==> src/rtl/mdm_pkg.sv <==
package mdm_pkg;

   typedef enum logic [1:0] {
      MDM_IDLE   = 2'd0,
      MDM_SERIAL = 2'd1,
      MDM_LOCAL  = 2'd2
   } mdm_state_e;

   localparam int WR_FRAME_BITS = 32;
   localparam int RD_CMD_BITS   = 16;
   localparam int RD_CAP_BITS   = 19;
   localparam int WR_TAIL_SLOTS = 2;
   localparam int LOCAL_REGS    = 8;

   function automatic logic [31:0] mdm_wr_word(input logic [4:0] phy,
                                               input logic [4:0] rg,
                                               input logic [15:0] dat);
      return {2'b01, 2'b01, phy, rg, 2'b10, dat};
   endfunction

   function automatic logic [15:0] mdm_rd_word(input logic [4:0] phy,
                                               input logic [4:0] rg);
      return {2'b11, 2'b01, 2'b10, phy, rg};
   endfunction

endpackage

==> src/rtl/mdm_phase_gen.sv <==
module mdm_phase_gen #(
   parameter int DIV_HALF = 2
) (
   input  logic clk,
   input  logic rst_n,
   input  logic run,
   output logic mdc_hi,
   output logic sample_now,
   output logic slot_end
);
   localparam int PERIOD = 2 * DIV_HALF;
   localparam int PH_W   = (PERIOD > 2) ? $clog2(PERIOD) : 1;

   generate
      if (DIV_HALF == 1) begin : g_toggle
         logic ph;
         always_ff @(posedge clk) begin
            if (!rst_n || !run) ph <= 1'b0;
            else                ph <= ~ph;
         end
         assign mdc_hi     = run & ph;
         assign sample_now = run & ~ph;
         assign slot_end   = run & ph;
      end else begin : g_count
         logic [PH_W-1:0] ph;
         always_ff @(posedge clk) begin
            if (!rst_n || !run)                     ph <= '0;
            else if (ph == PH_W'(PERIOD - 1))       ph <= '0;
            else                                    ph <= ph + 1'b1;
         end
         assign mdc_hi     = run && (ph >= PH_W'(DIV_HALF));
         assign sample_now = run && (ph == PH_W'(DIV_HALF - 1));
         assign slot_end   = run && (ph == PH_W'(PERIOD - 1));
      end
   endgenerate

endmodule

==> src/rtl/mdm_shifter.sv <==
module mdm_shifter #(
   parameter int TX_W  = 64,
   parameter int CAP_W = 19
) (
   input  logic             clk,
   input  logic             rst_n,
   input  logic             load,
   input  logic [TX_W-1:0]  load_word,
   input  logic             adv,
   input  logic             cap,
   input  logic             mdio_i,
   output logic             tx_bit,
   output logic [15:0]      rx_data
);
   logic [TX_W-1:0]  tx_sr;
   logic [CAP_W-1:0] rx_sr;
   logic             unused_rx_edges;

   always_ff @(posedge clk) begin
      if (!rst_n)     tx_sr <= '0;
      else if (load)  tx_sr <= load_word;
      else if (adv)   tx_sr <= {tx_sr[TX_W-2:0], 1'b0};
   end

   always_ff @(posedge clk) begin
      if (!rst_n)     rx_sr <= '0;
      else if (load)  rx_sr <= '0;
      else if (cap)   rx_sr <= {rx_sr[CAP_W-2:0], mdio_i};
   end

   assign tx_bit          = tx_sr[TX_W-1];
   assign rx_data         = rx_sr[16:1];
   assign unused_rx_edges = ^{rx_sr[CAP_W-1:17], rx_sr[0]};

endmodule

==> src/rtl/mdm_local_map.sv <==
module mdm_local_map #(
   parameter logic [7:0] LOCAL_MASK = 8'h3F
) (
   input  logic [4:0] reg_addr,
   output logic       hit
);
   generate
      if (LOCAL_MASK == 8'h00) begin : g_none
         logic unused_addr;
         assign unused_addr = ^reg_addr;
         assign hit = 1'b0;
      end else begin : g_mask
         assign hit = (reg_addr[4:3] == 2'b00) && LOCAL_MASK[reg_addr[2:0]];
      end
   endgenerate
endmodule

==> src/rtl/mdio_mgmt_master.sv <==
module mdio_mgmt_master
   import mdm_pkg::*;
#(
   parameter int         DIV_HALF       = 2,
   parameter int         PREAMBLE_SLOTS = 32,
   parameter logic [7:0] LOCAL_MASK     = 8'h3F
) (
   input  logic        clk,
   input  logic        rst_n,
   input  logic        req_start,
   input  logic        req_write,
   input  logic [5:0]  req_phy,
   input  logic [4:0]  req_reg,
   input  logic [15:0] req_wdata,
   output logic [15:0] rsp_rdata,
   output logic        rsp_done,
   output logic        busy,
   output logic        mdc,
   output logic        mdio_o,
   output logic        mdio_oe,
   input  logic        mdio_i,
   output logic        loc_we,
   output logic        loc_re,
   output logic [2:0]  loc_idx,
   output logic [15:0] loc_wdata,
   input  logic [15:0] loc_rdata
);
   localparam int TX_W      = PREAMBLE_SLOTS + WR_FRAME_BITS;
   localparam int WR_DRIVE  = PREAMBLE_SLOTS + WR_FRAME_BITS;
   localparam int RD_DRIVE  = PREAMBLE_SLOTS + RD_CMD_BITS;
   localparam int WR_SLOTS  = WR_DRIVE + WR_TAIL_SLOTS;
   localparam int RD_SLOTS  = RD_DRIVE + RD_CAP_BITS;
   localparam int MAX_SLOTS = (WR_SLOTS > RD_SLOTS) ? WR_SLOTS : RD_SLOTS;
   localparam int SLOT_W    = $clog2(MAX_SLOTS + 1);

   generate
      if (DIV_HALF < 1) begin : g_bad_div
         $error("DIV_HALF must be at least 1");
      end
      if (PREAMBLE_SLOTS < 1) begin : g_bad_pre
         $error("PREAMBLE_SLOTS must be at least 1");
      end
   endgenerate

   mdm_state_e        state_q;
   logic [SLOT_W-1:0] slot_q;
   logic              op_write_q;
   logic [2:0]        op_idx_q;
   logic [15:0]       op_wdata_q;
   logic [15:0]       rdata_q;
   logic              done_q;
   logic              loc_we_q;
   logic              loc_re_q;

   logic              run, accept, map_hit;
   logic              mdc_hi, sample_now, slot_end;
   logic              tx_bit, cap_en, drive_en;
   logic [15:0]       rx_data;
   logic [TX_W-1:0]   load_word;
   logic [SLOT_W-1:0] last_slot;

   assign run       = (state_q == MDM_SERIAL);
   assign accept    = req_start && (state_q == MDM_IDLE);
   assign last_slot = op_write_q ? SLOT_W'(WR_SLOTS - 1) : SLOT_W'(RD_SLOTS - 1);

   always_comb begin
      if (req_write)
         load_word = {{PREAMBLE_SLOTS{1'b1}}, mdm_wr_word(req_phy[4:0], req_reg, req_wdata)};
      else
         load_word = {{PREAMBLE_SLOTS{1'b1}}, mdm_rd_word(req_phy[4:0], req_reg), 16'h0000};
   end

   mdm_phase_gen #(.DIV_HALF(DIV_HALF)) u_phase (
      .clk        (clk),
      .rst_n      (rst_n),
      .run        (run),
      .mdc_hi     (mdc_hi),
      .sample_now (sample_now),
      .slot_end   (slot_end)
   );

   assign cap_en   = sample_now && !op_write_q && (slot_q >= SLOT_W'(RD_DRIVE));
   assign drive_en = run && (op_write_q ? (slot_q < SLOT_W'(WR_DRIVE))
                                        : (slot_q < SLOT_W'(RD_DRIVE)));

   mdm_shifter #(.TX_W(TX_W), .CAP_W(RD_CAP_BITS)) u_shift (
      .clk       (clk),
      .rst_n     (rst_n),
      .load      (accept && !req_phy[5]),
      .load_word (load_word),
      .adv       (slot_end),
      .cap       (cap_en),
      .mdio_i    (mdio_i),
      .tx_bit    (tx_bit),
      .rx_data   (rx_data)
   );

   mdm_local_map #(.LOCAL_MASK(LOCAL_MASK)) u_map (
      .reg_addr (req_reg),
      .hit      (map_hit)
   );

   always_ff @(posedge clk) begin
      if (!rst_n) begin
         state_q    <= MDM_IDLE;
         slot_q     <= '0;
         op_write_q <= 1'b0;
         op_idx_q   <= '0;
         op_wdata_q <= '0;
         rdata_q    <= '0;
         done_q     <= 1'b0;
         loc_we_q   <= 1'b0;
         loc_re_q   <= 1'b0;
      end else begin
         done_q <= 1'b0;
         unique case (state_q)
            MDM_IDLE: begin
               if (accept) begin
                  op_write_q <= req_write;
                  op_idx_q   <= req_reg[2:0];
                  op_wdata_q <= req_wdata;
                  slot_q     <= '0;
                  if (req_phy[5]) begin
                     state_q  <= MDM_LOCAL;
                     loc_we_q <= req_write & map_hit;
                     loc_re_q <= ~req_write & map_hit;
                  end else begin
                     state_q  <= MDM_SERIAL;
                  end
               end
            end
            MDM_LOCAL: begin
               state_q  <= MDM_IDLE;
               done_q   <= 1'b1;
               loc_we_q <= 1'b0;
               loc_re_q <= 1'b0;
               if (!op_write_q) rdata_q <= loc_re_q ? loc_rdata : 16'h0000;
            end
            MDM_SERIAL: begin
               if (slot_end) begin
                  if (slot_q == last_slot) begin
                     state_q <= MDM_IDLE;
                     done_q  <= 1'b1;
                     if (!op_write_q) rdata_q <= rx_data;
                  end else begin
                     slot_q <= slot_q + 1'b1;
                  end
               end
            end
            default: state_q <= MDM_IDLE;
         endcase
      end
   end

   assign busy      = (state_q != MDM_IDLE);
   assign rsp_done  = done_q;
   assign rsp_rdata = rdata_q;
   assign mdc       = mdc_hi;
   assign mdio_oe   = drive_en;
   assign mdio_o    = drive_en & tx_bit;
   assign loc_we    = loc_we_q;
   assign loc_re    = loc_re_q;
   assign loc_idx   = op_idx_q;
   assign loc_wdata = op_wdata_q;

endmodule

==> config.mk <==
export PLATFORM = sky130hd
export DESIGN_NAME = mdio_mgmt_master
export DESIGN_NICKNAME = d
export VERILOG_FILES = /design/src/rtl/mdm_pkg.sv /design/src/rtl/mdm_phase_gen.sv /design/src/rtl/mdm_shifter.sv /design/src/rtl/mdm_local_map.sv /design/src/rtl/mdio_mgmt_master.sv
export SDC_FILE = /design/constraint.sdc
export NUM_CORES = 1
export LEC_CHECK = 0
export BUFFER_PORTS_ARGS = -buffer_cell sky130_fd_sc_hd__buf_2
export CAP_MARGIN = 20
export CORE_AREA = 2 2 111 113
export CTS_CLUSTER_SIZE = 16
export DETAILED_ROUTE_END_ITERATION = 12
export DIE_AREA = 0 0 113 115
export GPL_ROUTABILITY_DRIVEN = 1
export PLACE_DENSITY = 0.82
export SLEW_MARGIN = 25
export SYNTH_ARGS = -nofsm -noshare
export SYNTH_HDL_FRONTEND = slang
export SYNTH_HIERARCHICAL = 1
export SYNTH_SLANG_ARGS = --single-unit
==> constraint.sdc <==
create_clock -name clk -period 2.6 [get_ports clk]
set_input_delay 0.39 -clock clk [delete_from_list [all_inputs] [get_ports clk]]
set_output_delay 0.39 -clock clk [all_outputs]
set_load 0.005 [all_outputs]
Yosys cells after proc, flatten, opt, wreduce, memory -nomap -nowiden
Memory sizes are Yosys's and may differ from the RTL's.
Index checks and enable logic that the tools add are counted.
Widths: inputs -> output; s select.
- register bits after elaboration: 131
- ROM bits: 8
- bits of input ports: 48
- output and inout bits: 42
- logic and storage cells: 95
- memories kept: 1
- memory list (name ; depth ; width ; rd ports ; clocked after memory_dff ; wr ports ; RTL line ; text):
    (no name shown) ; 8 ; 1 ; 1 ; 0 ; 0 ; mdm_local_map.sv:13 ; assign hit = (reg_addr[4:3] == 2'b00) && LOCAL_MASK[reg_addr[2:0]];
- add/subtract/negate cells: 2
- $lt $le $gt $ge: 5
- eq/ne operators: 12
- mux-type cells: 30
- bitwise gates (word level): 5
- reductions and logical operators: 28
- operators by type and width (kind ; number):
    $mux 64 ; 2
    $mux 16 ; 5
    $mux 32 ; 1
    $pmux 16 s2 ; 1
    $mux 7 ; 3
    $pmux 7 s2 ; 1
    $mux 2 ; 5
    $ne 2x2->1 const B ; 5
    $reduce_bool 2->1 ; 5
    $logic_and 1x1->1 ; 9
    $mux 1 ; 8
    $add 7x1->7 const B ; 1
    $eq 7x7->1 ; 1
    $ge 7x6->1 const B ; 1
    $lt 7x6->1 const B ; 1
    $lt 7x7->1 const B ; 1
    $pmux 1 s2 ; 3
    $reduce_and 3->1 ; 2
    $reduce_and 5->1 ; 1
    $eq 2x1->1 const B ; 2
    $eq 2x2->1 const B ; 2
    $logic_not 1->1 ; 4
    $logic_not 2->1 ; 2
    $lt 3x4->1 const B ; 1
    10 further kinds ; 15

Longest topological paths before layout
Gate-level depths: netlist of run 1.
- word-level depth: 7
- gate-level depth with buffers: 9
- mapped depth without buffers: 7

Cells and area by module
Netlist of run 1, hierarchy kept.
- by module, submodules not included (module ; times used ; cells an instance ; area an instance (µm²) ; sequential area each (µm²)):
    mdm_shifter ; 1 ; 356 ; 4113.9 ; 1621.6
    mdio_mgmt_master ; 1 ; 294 ; 2423.6 ; 960.9
    mdm_phase_gen ; 1 ; 10 ; 113.9 ; 40.0
    mdm_local_map ; 1 ; 1 ; 12.5 ; 0.0

Least setup slack after synthesis of run 1
OpenSTA, ideal clock, no wires.
- path kind: register to register
- from: register op_write_q
- to: register rdata_q[10] (netlist: rsp_rdata[10])
- setup time: 0.060 ns
- data arrival time: 1.976 ns
- required time: 2.540 ns
- path slack: 0.564 ns
- stages on the path, launching flop included: 7
- path buffers: 2
- clock period less this slack: 2.036 ns
- path through: dfxtp_1 -> or3b_1 -> a2111oi_2 -> buf_4 -> nor4b_4 -> buf_4 -> a221o_1
- word-level cells in the longest chain between the ends: 4
- elaborated cells between the ends (all ways): 6
- classes of those cells: 4 x eq/ne; 1 x mux; 1 x reduce/logical
- RTL lines (element ; RTL line ; text):
    start: declaration ; mdio_mgmt_master.sv:47 ; logic op_write_q;
    start signal: assignment ; mdio_mgmt_master.sv:119 ; op_write_q <= req_write;
    $mux 2 ; mdio_mgmt_master.sv:64 ; assign last_slot = op_write_q ? SLOT_W'(WR_SLOTS - 1) : SLOT_W'(RD_SLOTS - 1);
    $eq 7x7->1 ; mdio_mgmt_master.sv:141 ; if (slot_q == last_slot) begin
    $ne 2x1->1 (no source line) ; -- ;
    $reduce_and 5->1 (no source line) * ; -- ;
    end signal: assignment ; mdio_mgmt_master.sv:137 ; if (!op_write_q) rdata_q <= loc_re_q ? loc_rdata : 16'h0000;
    end signal: assignment ; mdio_mgmt_master.sv:144 ; if (!op_write_q) rdata_q <= rx_data;
    end: declaration ; mdio_mgmt_master.sv:50 ; logic [15:0] rdata_q;
Every way passes the cells marked *; elsewhere a longest branch is shown, timed or not.
A chain may end at the register's enable or synchronous reset.

Final worst setup path of run 1
- from: register state_q[1]
- to: output mdio_o
- word-level cells in the longest chain between the ends: 3
- RTL lines (element ; RTL line ; text):
    start: declaration ; mdio_mgmt_master.sv:45 ; mdm_state_e state_q;
    start signal: assignment ; mdio_mgmt_master.sv:105 ; state_q <= MDM_IDLE;
    start signal: assignment ; mdio_mgmt_master.sv:124 ; state_q <= MDM_LOCAL;
    start signal: assignment ; mdio_mgmt_master.sv:128 ; state_q <= MDM_SERIAL;
    $eq 2x1->1 ; mdio_mgmt_master.sv:62 ; assign run = (state_q == MDM_SERIAL);
    named net run ; mdio_mgmt_master.sv:55 ; logic run, accept, map_hit;
    $logic_and 1x1->1 ; mdio_mgmt_master.sv:83 ; assign drive_en = run && (op_write_q ? (slot_q < SLOT_W'(WR_DRIVE))
    $and 1x1->1 ; mdio_mgmt_master.sv:160 ; assign mdio_o = drive_en & tx_bit;
    end: declaration ; mdio_mgmt_master.sv:19 ; output logic mdio_o,
The timed path passes the listed nets, and every way through them passes these cells.

==> flow_summary.toml, run 1 <==
[clock_network]
cts_hold_buffers = 0
post_cts_resized = 0
worstSkewPairLatency_ps = 410
clk_pin_slew_worst_paths_ps = 50
htreeDepth = 4
max-clock-path-buffers = 2
cts-buffers-inserted = 17
cts_tree = "done"
clock-root-buffer = "clkbuf_16"
post-cts-setup-buffers = 0
cts.sinks = 131

[sta]
fin_setup_tns_ps = 0
finalCritPeriodShare_pct = 88.6
fin_ws_ps = 297
fin_worst_skew_ps = 5.18
slew_violations = 0
finalCriticalPeriod_ps = 2300
max_clock_freq_mhz = 434
grt_setup_unrepaired = "no"
setup_viol = 0
maxSlewHeadroom_pct = 47.3
hold_viol_final = 0
worstMarginPinSlew_ps = 790

[placed_design]
globalplace.congestion = 0.848
dp.final_hpwl_um = 9300
dpl_worst_slack_ps = 488
portBuffers = 89

[hold_path]
min_from = "req_wdata[11]"
hold_class = "in -> reg"

[power]
p_per_area_nw_per_um2 = 648
peakVddDrop_v = 0.000403
power_leakage_uw = 0.00381

[floorplan]
die_w_um = 113
fp.dieH_um = 115
placeableCoreArea_um2 = 11800
io-pin-count = 90
die-area_um2 = 13000
fp-row-count = 40
start_util_pct = 56.4

[critical_path]
startpoint = "state_q[1]"
cp-end-kind = "primary output"
cp.buffers_inverters = 3
critPathKind = "reg -> out"
worstPathArrival_ps = 1910
startpoint_type = "flop"
critPathMaxStageDelay_ps = 340
crit_family = "buffers and inverters"
crit_fanout = 20
worstPathCellList = "inv_1, ha_1, buf_4, nor2b_1, o21a_1, and2_1, buf_2"
crit_required_ps = 2210
slowest_stage = "dfxtp_1"
rr_startpoint = "state_q[1]"

[yosys]
synth_edf_count = 0
synth.distinct_cells = 53
synth_top_area_share_pct = 39.4
avgSynthCellArea_um2 = 10.1
synth_area_leaders = "dfxtp_1, mux2_4, o211a_1"
ys_seq_area_share_pct = 39.4
yosysWarnings = 6
async_flop_share_pct = 0
ys_seq_elements = 131
syn_area_um2 = 6660
synth_top_cell_by_area = "dfxtp_1"
post-synth-top-count-cell = "dfxtp_1"
synth_top_cells_by_count = "dfxtp_1, o211a_1, nand2b_1"
synthCells = 661
synth-main-ff-cell = "dfxtp_1"

[global_routing]
grt_usage_pct = 22.3
grt_pass1_vias = 5014
grt_pass1_wl_um = 23400
grt.overflow.total = 0
grt_antenna_before_repair = 0
grt_max_degree = 108

[routing]
drt-initial-drc-count = 240
wl_um = 14000
wl_met2_um = 7260
dr_wl_met3_um = 621
vias = 5036
wl_met1_um = 5960
viasPerCell = 5.53
ant_nets = 0
wl_per_cell_um = 15.4
drt-pass1-iter-count = 5
drc_errors = 0
topRoutingLayerUsed = "met4"

[run]
maxCapViolCount = 0

[layout]
finalNetCount = 804
syn2layout_area_growth_pct = 16.6
antennaDiodeCount = 0
drive_gt1_share_pct = 26.9

[outcome]
outcome = "finished clean"
-- cells in the final DEF (no fill, tap or decap), types with 6 or more instances in the layout --
| master | Yosys | final |
|---|---|---|
| a22oi_1 | 16 | 16 |
| mux2_4 | 46 | 46 |
| buf_4 | 20 | 16 |
| clkbuf_16 | 0 | 17 |
| buf_2 | 12 | 89 |
| a21oi_1 | 25 | 25 |
| ha_1 | 6 | 6 |
| mux2_1 | 13 | 13 |
| inv_1 | 8 | 8 |
| mux2i_1 | 19 | 19 |
| or2b_1 | 8 | 8 |
| mux2_2 | 12 | 12 |
| clkinv_2 | 0 | 6 |
| dfxtp_1 | 131 | 131 |
| nand3_1 | 8 | 8 |
| nand4_1 | 6 | 6 |
| a221o_1 | 16 | 16 |
| nor2_1 | 37 | 36 |
| o211a_1 | 63 | 63 |
| conb_1 | 2 | 35 |
| and2_1 | 21 | 21 |
| nand2b_1 | 59 | 59 |
| nand2_1 | 51 | 51 |
-- layout make-up --
cell class / count / area, um^2
multi-input combinational: 484 / 3750
clock inverter: 10 / 106
timing repair buffer: 107 / 606
tap: 147 / 184
clock buffer: 22 / 474
fill: 897 / 4040
sequential: 131 / 2620
inverter: 9 / 33.8
-- final timing paths --
check                                endpoint  slack, ps  cells after the start
worst max-delay path                   mdio_o        300                      7
worst min-delay path            loc_wdata[11]        230                      3
worst max register to register      slot_q[4]        440                      7
worst min register to register     loc_idx[1]        450                      2
-- stage by stage --
stage | std cells | hold slack (ps) | util [%] | total power (uW) | instance area (um^2)
global placement | 878 | 440 | 60.9 | 2730 | 7190
CTS | 910 | 215 | 65.8 | 5070 | 7770
global route | 910 | 230 | 65.8 | 5240 | 7770
detailed placement | 878 | 446 | 60.9 | 2760 | 7190
finish | 910 | 227 | 65.8 | 5040 | 7770
floorplan | 694 | 448 | - | 2600 | 6790
-- sequential cells by signal, summed over array words and instances (netlist names) --
register,cells
loc_idx,3
loc_re,1
loc_wdata,16
loc_we,1
op_write_q,1
rsp_done,1
rsp_rdata,16
slot_q,7
state_q,2
u_phase/g_count.ph,2
u_shift/rx_sr,17
u_shift/tx_sr,64
-- worst register-to-register path, delay by kind of cell, from the launching register on --
kind                     cells  cell delay (ps)
AO/OA/AOI/OAI                1              290
buffers and inverters        1               90
adder cells (fa/ha/maj)      1              180
flip-flops                   1              340
AND/OR/NAND/NOR              4             1160
-- power breakdown --
part / switching (uW) / internal, uW / total [uW]
clock: 831 / 1480 / 2310
sequential: 58.5 / 2120 / 2180
combinational: 275 / 278 / 553
-- kinds of logic after synthesis --
group	Yosys count	synth area share [%]
adders and majority gates	6	1.13
muxes	90	17.4
buffers and inverters	79	6.59
AOI/OAI and AO/OA	139	17.9
and+or+nand+nor	214	17.5
other	2	0.113
DFF	131	39.4
-- per-layer routing --
layer,track usage [%],up-vias
met5,0,-
met4,7.72,0
met3,7.12,12
met2,38.9,102
met1,25.9,2438
li1,-,2484
Power figures use the tool's default switching activity.
==> run 2, diff against run 1 <==
--- a/config.mk
+++ b/config.mk
@@ -7,12 +7,12 @@
 export LEC_CHECK = 0
 export BUFFER_PORTS_ARGS = -buffer_cell sky130_fd_sc_hd__buf_2
 export CAP_MARGIN = 20
-export CORE_AREA = 2 2 111 113
+export CORE_AREA = 2 2 117 119
 export CTS_CLUSTER_SIZE = 16
 export DETAILED_ROUTE_END_ITERATION = 12
-export DIE_AREA = 0 0 113 115
+export DIE_AREA = 0 0 119 121
 export GPL_ROUTABILITY_DRIVEN = 1
-export PLACE_DENSITY = 0.82
+export PLACE_DENSITY = 0.78
 export SLEW_MARGIN = 25
 export SYNTH_ARGS = -nofsm -noshare
 export SYNTH_HDL_FRONTEND = slang
==> constraint.sdc (replaced) <==
create_clock -name clk -period 1.9 [get_ports clk]
set_input_delay 0.285 -clock clk [delete_from_list [all_inputs] [get_ports clk]]
set_output_delay 0.285 -clock clk [all_outputs]
set_load 0.005 [all_outputs]
==> run 2 against run 1 <==
The flow now finishes with violations (negative setup slack). Combinational power rose by 47%. Via count rose by 3.4%. Utilization fell by 3.5 points. Critical path depth fell by 2. Cell area rose by 4.9%. Critical endpoint is now rsp_rdata[10]. Largest cell class unchanged. Largest power group unchanged. Highest routed layer unchanged.
==> flow_summary.toml, run 2 (synthesis results as in run 1) <==
[outcome]
outcome = "finished with violations"
violations = "negative setup slack"

[floorplan]
fp.dieH_um = 121
placeableCoreArea_um2 = 13100
io-pin-count = 90
start_util_pct = 50.9
fp-row-count = 42
die-area_um2 = 14400
die_w_um = 119

[global_routing]
grt_max_degree = 65
grt.met1_usage_pct = 23.6
grt_antenna_before_repair = 0
grt_pass1_vias = 5173
use_met2_pct = 36.0
grt.overflow.total = 0
grt_pass1_wl_um = 24000
top_usage_layer = "met2"
grt_usage_pct = 20.5
use_met3_pct = 5.03

[clock_network]
worstSkewPairLatency_ps = 420
clock-root-buffer = "clkbuf_16"
cts-buffers-inserted = 17
clk_pin_slew_worst_paths_ps = 60
max-clock-path-buffers = 2
cts_tree = "done"
cts_hold_buffers = 0
cts.sinks = 131
htreeDepth = 4

[sta]
hold_ws_ps = 112
setup_viol = 1
hold_viol_final = 0
fin_worst_skew_ps = 7.49
grt_setup_unrepaired = "yes"
max_clock_freq_mhz = 524
fin_ws_ps = -9.21
worstMarginPinSlew_ps = 533
finalCriticalPeriod_ps = 1910
finalCritPeriodShare_pct = 100
slew_violations = 0
maxSlewHeadroom_pct = 64.4

[run]
maxCapViolCount = 0

[routing]
wl_um = 14700
drc_errors = 0
ant_nets = 0
viasPerCell = 5.45
wl_per_cell_um = 15.4
drt-initial-drc-count = 366
vias = 5209
drt-pass1-iter-count = 5

[hold_path]
hold_class = "in -> reg"
hold-path-endpoint = "loc_wdata[4]"
min_from = "req_wdata[4]"
holdPathStages = 3

[layout]
top_register = "u_shift/tx_sr"
layout_common_cells = "dfxtp_1, buf_2, o211a_1"
antennaDiodeCount = 0
syn2layout_area_growth_pct = 22.4
finalNetCount = 821
largest_reg_flops = 64
fin_cells = 955
final_util_pct = 62.3
drive_gt1_share_pct = 30.2
final_area_um2 = 8150
reg_top3 = "u_shift/tx_sr: 64 flops, u_shift/rx_sr: 17 flops"
mostFrequentLayoutCell = "dfxtp_1"

[power]
peakVddDrop_v = 0.000582
p_per_area_nw_per_um2 = 861
power_leakage_uw = 0.00395

[critical_path]
crit_required_ps = 2200
rr_worst_depth = 5
worstPathArrival_ps = 2210
cp-end-kind = "flop"
rr_startpoint = "slot_q[3]"
timing.rr.end = "rsp_rdata[10]"
critPathKind = "reg -> reg"
crit_fanout = 16
startpoint_type = "flop"
r2r_slack_ps = -9

[placed_design]
portBuffers = 89
dp.final_hpwl_um = 9240
dpl_worst_slack_ps = -9.81
globalplace.congestion = 0.836
dp.cells = 914
placed_area_um2 = 7390
-- run 2: layout make-up --
type,count,area [um^2]
Clock buffer,24,492
Clock inverter,7,98.8
Fill cell,1002,4930
Inverter,9,33.8
Multi-Input combinational cell,484,3810
Sequential cell,131,2630
Tap cell,176,220
Timing Repair Buffer,124,867
-- run 2: how the worst max path moves through the flow --
stage | start | endpoint | depth (start not counted)
4_1_cts | state_q[1] | mdio_o | 7
3_3_place_gp | slot_q[3] | rsp_rdata[6] | 6
6_report | slot_q[3] | rsp_rdata[10] | 5
2_1_floorplan | slot_q[6] | rsp_rdata[10] | 6
5_1_grt | slot_q[3] | rsp_rdata[10] | 5
3_5_place_dp | slot_q[3] | rsp_rdata[14] | 6
-- run 2: worst max-delay path: stages, from the launching register on --
cell and delay [ps]:
dfxtp_1 310, or3b_4 400, a2111oi_4 370, a31oi_1 160, buf_6 180, a221o_1 370
-- run 2: through the flow --
stage	power [uW]	TNS, ps
6_report	7020	-9.21
5_1_grt	7280	-578
4_1_cts	7050	-44.9
3_5_place_dp	3790	-12.8
3_3_place_gp	3750	0
2_1_floorplan	3550	-510
-- run 2: layer usage --
metal,vias up,wire length [um]
li1,2515,-
met1,2508,6210
met2,153,7490
met3,33,674
met4,0,332
met5,-,0
-- run 2: power by group --
part	switching [uW]	internal, uW
Sequential	79.9	2900
Clock	1170	2070
Combinational	389	424
-- run 2: repair_timing --
item,in CTS,in global routing
setup buffers,3,6
cloned,1,0
pin swaps,1,2
resized for setup,10,9
endpoints found under the setup margin,18,24
